**src/rtl/pmp_chk_pkg.sv**
```systemverilog
package pmp_chk_pkg;

  typedef enum logic [1:0] {
    AM_OFF   = 2'd0,
    AM_TOR   = 2'd1,
    AM_NA4   = 2'd2,
    AM_NAPOT = 2'd3
  } amode_e;

  typedef struct packed {
    logic       lck;
    logic [1:0] rsvd;
    amode_e     am;
    logic       x;
    logic       w;
    logic       r;
  } cfg_t;

  typedef struct packed {
    logic x;
    logic w;
    logic r;
  } perm_t;

  localparam perm_t PERM_NONE = 3'b000;
  localparam perm_t PERM_R    = 3'b001;
  localparam perm_t PERM_RW   = 3'b011;
  localparam perm_t PERM_X    = 3'b100;
  localparam perm_t PERM_RX   = 3'b101;
  localparam perm_t PERM_ALL  = 3'b111;

endpackage

```
**src/rtl/pmp_perm_eval.sv**
```systemverilog
module pmp_perm_eval
  import pmp_chk_pkg::*;
(
  input  cfg_t  cfg_i,
  input  logic  full_i,
  input  logic  partial_i,
  input  logic  mmode_i,
  input  logic  lockdown_i,
  input  logic  whitelist_i,
  input  perm_t req_i,
  output perm_t allowed_o,
  output logic  grant_o,
  output logic  dflt_o
);

  function automatic perm_t tbl_mach(input logic [3:0] k);
    unique case (k)
      4'd2, 4'd3, 4'd14: return PERM_RW;
      4'd9, 4'd10:       return PERM_X;
      4'd11, 4'd13:      return PERM_RX;
      4'd12, 4'd15:      return PERM_R;
      default:           return PERM_NONE;
    endcase
  endfunction

  function automatic perm_t tbl_low(input logic [3:0] k);
    unique case (k)
      4'd1, 4'd10, 4'd11: return PERM_X;
      4'd2, 4'd4, 4'd15:  return PERM_R;
      4'd3, 4'd6:         return PERM_RW;
      4'd5:               return PERM_RX;
      4'd7:               return PERM_ALL;
      default:            return PERM_NONE;
    endcase
  endfunction

  logic [3:0] key;
  perm_t      own_perm;

  assign key      = {cfg_i.lck, cfg_i.r, cfg_i.w, cfg_i.x};
  assign own_perm = {cfg_i.x, cfg_i.w, cfg_i.r};
  assign dflt_o   = !full_i && !partial_i;

  always_comb begin
    if (partial_i) begin
      allowed_o = PERM_NONE;
    end else if (full_i) begin
      if (!lockdown_i) allowed_o = (mmode_i && !cfg_i.lck) ? PERM_ALL : own_perm;
      else if (mmode_i) allowed_o = tbl_mach(key);
      else allowed_o = tbl_low(key);
    end else if (whitelist_i) begin
      allowed_o = PERM_NONE;
    end else if (lockdown_i) begin
      allowed_o = (mmode_i && !req_i.x) ? PERM_RW : PERM_NONE;
    end else begin
      allowed_o = mmode_i ? PERM_ALL : PERM_NONE;
    end
  end

  assign grant_o = !partial_i && ((req_i & ~allowed_o) == 3'b000);

endmodule

```
**config.mk**
```make
export PLATFORM = sky130hd
export DESIGN_NAME = pmp_perm_eval
export DESIGN_NICKNAME = d
export VERILOG_FILES = /design/src/rtl/pmp_chk_pkg.sv /design/src/rtl/pmp_perm_eval.sv
export SDC_FILE = /design/constraint.sdc
export NUM_CORES = 1
export LEC_CHECK = 0
export ABC_AREA = 0
export BUFFER_PORTS_ARGS = -buffer_cell sky130_fd_sc_hd__buf_2
export CORE_AREA = 2 2 39 41
export DETAILED_ROUTE_END_ITERATION = 7
export DIE_AREA = 0 0 41 43
export GPL_TIMING_DRIVEN = 1
export PLACE_DENSITY = 0.5
export SYNTH_ARGS = -nofsm -noshare
export SYNTH_HDL_FRONTEND = slang
export SYNTH_SLANG_ARGS = --single-unit
```
**constraint.sdc**
```tcl
create_clock -name vclk -period 1.63
set_input_delay 0.326 -clock vclk [all_inputs]
set_output_delay 0.326 -clock vclk [all_outputs]
set_load 0.1 [all_outputs]
```
==> reports/qor.yml, run 1 <==
outcome: "finished with violations"
violations: "negative setup slack"
wl_per_cell_um: 11.16
pre_cts_ws_ns: -0.4939
setup_violations: 4
num-clock-buffers: 0
routed_wl_um: 960
num_vias: 395
die-area_um2: 1763
drt_iter0_drc: 4
hold_class: "primary input to output port"
gp_congestion: 0.7620
syn2layout_area_growth_pct: 154.9
final_common_cell: "buf_4"
final.period_utilization_pct: 127.0
drt-pass1-iter-count: 4
synth.avg_cell_area_um2: 6.100
io_pins: 21
startpoint_type: "primary input"
hold_viol_final: 0
initial_core_util_pct: 17.63
hold_buffers: 0
port_buffers: 17
placedCellCount: 81
cp_max_fo: 5
synth_cells: 40
drc: 0
postLayoutCoreUtil_pct: 44.94
ys_warn_count: 0
antenna_found_initial: 0
critical_path_class: "primary input to output port"
via_per_inst: 4.593
hp-start: "full_i"
ys_types: 22
max-cap-violations: 0
drv_slew: 0
grt_max_degree: 9
layout.nets: 88
ant_nets: 0
slew_headroom_pct: 82.47
fin_setup_tns_ns: -0.8769
track_usage_pct: 10.99
seq_cells: 0
overflow: 0
p_total_uw: 232.1
drive_gt1_share_pct: 71.43
p_per_area_nw_per_um2: 373.2
critPathCaptureType: "output port"
fp.coreArea_um2: 1384
synth_top_area_share_pct: 10.77
setup_ws_ns: -0.4395
cp.required_ns: 1.30
rows: 14
critPathLaunch: "cfg_i[7]"
grt_pass1_vias: 339
rsz0062_at_grt: "true"
die_y_um: 43
vdd_drop_max_mv: 0.1531
max_freq_mhz: 483.2
netlist_area_um2: 244.0
synth_top_cells_by_area: "inv_1 (11%), a31oi_1 (10%), o21ai_0 (10%)"
power.leakage_nw: 0.2880
post-route-min-period_ns: 2.069
mostFrequentLayoutCells: "buf_4 (13), buf_2 (8), o21ai_1 (6)"
worstMarginPinSlew_ns: 0.2630
seqCellArea_um2: 0
antennaDiodeCount: 0
yosysSeqAreaShare_pct: 0
arrival_ns: 1.74
die_w_um: 41
yosysTopAreaCell: "inv_1"
finalNonFillerCells: 86
place_hpwl_um: 678.4
syn-num-nets: 56
grt_pass1_wl_um: 1428
-- area by class of cell --
type | instances | area [µm²]
Fill cell | 136 | 762.0
Inverter | 9 | 48.80
Multi-Input combinational cell | 29 | 236.5
Tap cell | 16 | 20.02
Timing Repair Buffer | 32 | 316.6
-- kinds of logic after synthesis --
logic type / Yosys count / synth area share (%)
buffers and inverters: 11 / 24.10
AOI/OAI and AO/OA: 17 / 46.66
and+or+nand+nor: 12 / 29.24
-- power by group --
part	internal, mW	leakage, nW	switching [mW]
registers	0	0	0
clock network	0	0	0
logic	0.104	0.288	0.128
-- routing by layer --
layer	GRT usage [%]	vias to the layer above	routed length (µm)
li1	-	206	-
met1	17.09	179	412
met2	17.50	8	506
met3	0	2	26
met4	0	0	14
met5	0	-	0
-- stage by stage --
step,cell area [µm²],hold slack (ns)
final,621.8,0.9815
after CTS,576.8,0.9797
after floorplan,246.5,0.8240
after global routing,621.8,1.004
after global placement,479.2,0.9821
after detailed placement,479.2,0.9793
-- timing repair --
item / CTS / global route
buffers inserted: 7 / 3
endpoints found under the setup margin: 4 / 4
pin swaps: 14 / 7
gates resized for setup: 25 / 11
gates cloned: 0 / 0
-- critical path: stages --
cell      delay (ns)
buf_8           0.11
buf_4           0.14
nor2_4          0.10
a21oi_2         0.07
a311o_1         0.37
a222oi_1        0.28
buf_4           0.17
buf_12          0.16
-- cell usage after synthesis --
library cell,n
a21bo_2,1
a21oi_1,1
a222oi_1,1
a22oi_1,1
a311o_1,1
a31oi_1,4
a41oi_1,1
and2_1,1
and3_2,1
and3b_1,1
buf_6,2
inv_1,7
inv_2,1
inv_4,1
nand2_1,1
nand3b_1,1
nor2_1,5
nor4_2,1
o21ai_0,5
o21ai_1,1
o31ai_1,1
or2_2,1
-- final timing paths --
| check | to | slack (ns) | cells past startpoint |
|---|---|---|---|
| min | dflt_o | 0.98 | 3 |
| max | grant_o | -0.44 | 8 |
Power figures use the tool's default switching activity.
==> inputs of run 2 (changes only) <==
ABC_AREA = 1   (was 0)
PLACE_DENSITY = 0.51   (was 0.5)
==> reports/qor.yml, run 2 <==
outcome: "finished with violations"  # unchanged
violations: "negative setup slack"  # unchanged
num_vias: 448  # was 395
crit_top_cell: "nand2_2"  # was buf_4
io_pins: 21  # unchanged
path_delay_family: "simple AND/OR/NAND/NOR gates"  # was compound AO/OA/AOI/OAI gates
setup_violations: 3  # was 4
mostFrequentLayoutCells: "buf_4 (12), nand2_1 (10), nand3_1 (10)"  # was buf_4 (13), buf_2 (8), o21ai_1 (6)
worstMarginPinSlew_ns: 0.1641  # was 0.2630 ns
grt.met3_usage_pct: 0  # unchanged
die_w_um: 41  # unchanged
arrival_ns: 1.40  # was 1.74 ns
p_per_area_nw_per_um2: 394.7  # was 373.2 nW/µm²
grt_pass1_wl_um: 1407  # was 1428 µm
yosysTopAreaCell: "nand3_1"  # was inv_1
drv_slew: 0  # unchanged
wl_per_cell_um: 9.340  # was 11.16 µm
grt_max_degree: 7  # was 9
max-cap-violations: 0  # unchanged
drive_gt1_share_pct: 71.43  # unchanged
critical_path_class: "primary input to output port"  # unchanged
layout.nets: 102  # was 88
rsz0062_at_grt: "true"  # unchanged
synth_top_area_share_pct: 25.12  # was 10.77%
drt_iter0_drc: 3  # was 4
overflow: 0  # unchanged
rows: 14  # unchanged
ys_types: 15  # was 22
track_usage_pct: 10.39  # was 10.99%
syn-num-nets: 71  # was 56
synth_top_cells_by_area: "nand3_1 (25%), nand2_1 (22%), inv_1 (7.2%)"  # was inv_1 (11%), a31oi_1 (10%), o21ai_0 (10%)
worst-path-stages: 11  # was 8
drt-pass1-iter-count: 4  # unchanged
netlist_area_um2: 259.0  # was 244.0 µm²
cp_slowest_cell: "buf_12"  # was a311o_1
seqCellArea_um2: 0  # unchanged
seq_cells: 0  # unchanged
synth.avg_cell_area_um2: 4.709  # was 6.100 µm²
place_area_um2: 511.7  # was 479.2 µm²
vdd_drop_max_mv: 0.2408  # was 0.1531 mV
grt_pass1_vias: 383  # was 339
num-clock-buffers: 0  # unchanged
place_hpwl_um: 748  # was 678.4 µm
p_total_uw: 254.4  # was 232.1 µW
synth_cells: 55  # was 40
yosysMostFrequentCell: "nand2_1"  # was inv_1
via_per_inst: 4.480  # was 4.593
cp_max_fo: 4  # was 5
ant_nets: 0  # unchanged
antenna_found_initial: 0  # unchanged
max_freq_mhz: 580.2  # was 483.2 MHz
placedCellCount: 96  # was 81
critPathCaptureType: "output port"  # unchanged
fin_area_um2: 644.4  # was 621.8 µm²
routed_wl_um: 934  # was 960 µm
finalNonFillerCells: 100  # was 86
drc: 0  # unchanged
startpoint_type: "primary input"  # unchanged
yosysSeqAreaShare_pct: 0  # unchanged
cp_cell_sequence: "buf_6, inv_4, nor2_2, nand2_1, a21oi_2, or2_4, nand2_2, nand2_2, nand2_2, nor2_4, buf_12"  # was buf_8, buf_4, nor2_4, a21oi_2, a311o_1, a222oi_1, buf_4, buf_12
gp_congestion: 0.8198  # was 0.7620
port_buffers: 17  # unchanged
hold_class: "primary input to output port"  # unchanged
initial_core_util_pct: 18.72  # was 17.63%
setup_ws_ns: -0.09369  # was -0.4395 ns
die-area_um2: 1763  # unchanged
fp.coreArea_um2: 1384  # unchanged
hold_depth: 4  # was 3
hold_viol_final: 0  # unchanged
ys_warn_count: 0  # unchanged
syn2layout_area_growth_pct: 148.8  # was 154.9%
cp_num_buf_inv: 3  # was 4
power.leakage_nw: 0.3123  # was 0.2880 nW
use_met2_pct: 18.75  # was 17.50%
max_stage_delay_ns: 0.18  # was 0.37 ns
slew_headroom_pct: 89.00  # was 82.47%
final.period_utilization_pct: 105.7  # was 127.0%
gr-usage-met1_pct: 13.92  # was 17.09%
post-route-min-period_ns: 1.724  # was 2.069 ns
antennaDiodeCount: 0  # unchanged
final_common_cell: "buf_4"  # unchanged
gr-max-usage-layer: "met2"  # unchanged
hold_buffers: 0  # unchanged
die_y_um: 43  # unchanged
cp.required_ns: 1.30  # about the same
yosys-top-cells-count: "nand2_1 (15), nand3_1 (13), inv_1 (5)"  # was inv_1 (7), nor2_1 (5), o21ai_0 (5)
[run 2: path summary, 6_finish.rpt]
path | startpoint | endpoint
setup / recovery | mmode_i | grant_o
hold / removal | partial_i | dflt_o
[run 2: layout make-up]
| type | count | area, µm² |
|---|---|---|
| inverter | 9 | 45.04 |
| fill | 138 | 739.5 |
| timing repair buffer | 29 | 287.8 |
| tap | 16 | 20.02 |
| multi-input combinational | 46 | 291.5 |
[run 2: report_power, final]
group / internal, mW / switching, mW / leakage, nW / total (mW)
registers: 0 / 0 / 0 / 0
logic: 0.108 / 0.146 / 0.312 / 0.254
clock network: 0 / 0 / 0 / 0
[run 2: layer usage]
layer,routed length [µm],vias to the layer above
met5,0,-
met4,0,0
met3,27,0
met2,518,3
met1,388,209
li1,-,236
[run 2: repair_timing]
| action | CTS | global route |
|---|---|---|
| resized for setup | 8 | 26 |
| setup endpoints to repair | 2 | 4 |
| pin swaps | 4 | 15 |
| setup buffers | 1 | 3 |
[run 2: through the flow]
stage	util, %	hold slack (ns)	setup WS, ns	setup TNS, ns
after global routing	46.56	1.042	-0.1555	-0.3751
after global placement	36.98	1.038	-0.08975	-0.1460
after floorplan	-	0.8240	-0.1607	-0.3033
final	46.56	1.028	-0.09369	-0.1870
after CTS	39.51	1.028	-0.09148	-0.1150
after detailed placement	36.98	1.045	-0.1097	-0.1648
[run 2: cells by family (layout without fill, tap and decap cells)]
kind of cell / Yosys count / count (layout) / synth area share [%]
AND/OR/NAND/NOR: 41 / 41 / 74.88
AO/OA/AOI/OAI: 5 / 5 / 12.08
buffers and inverters: 9 / 38 / 13.04
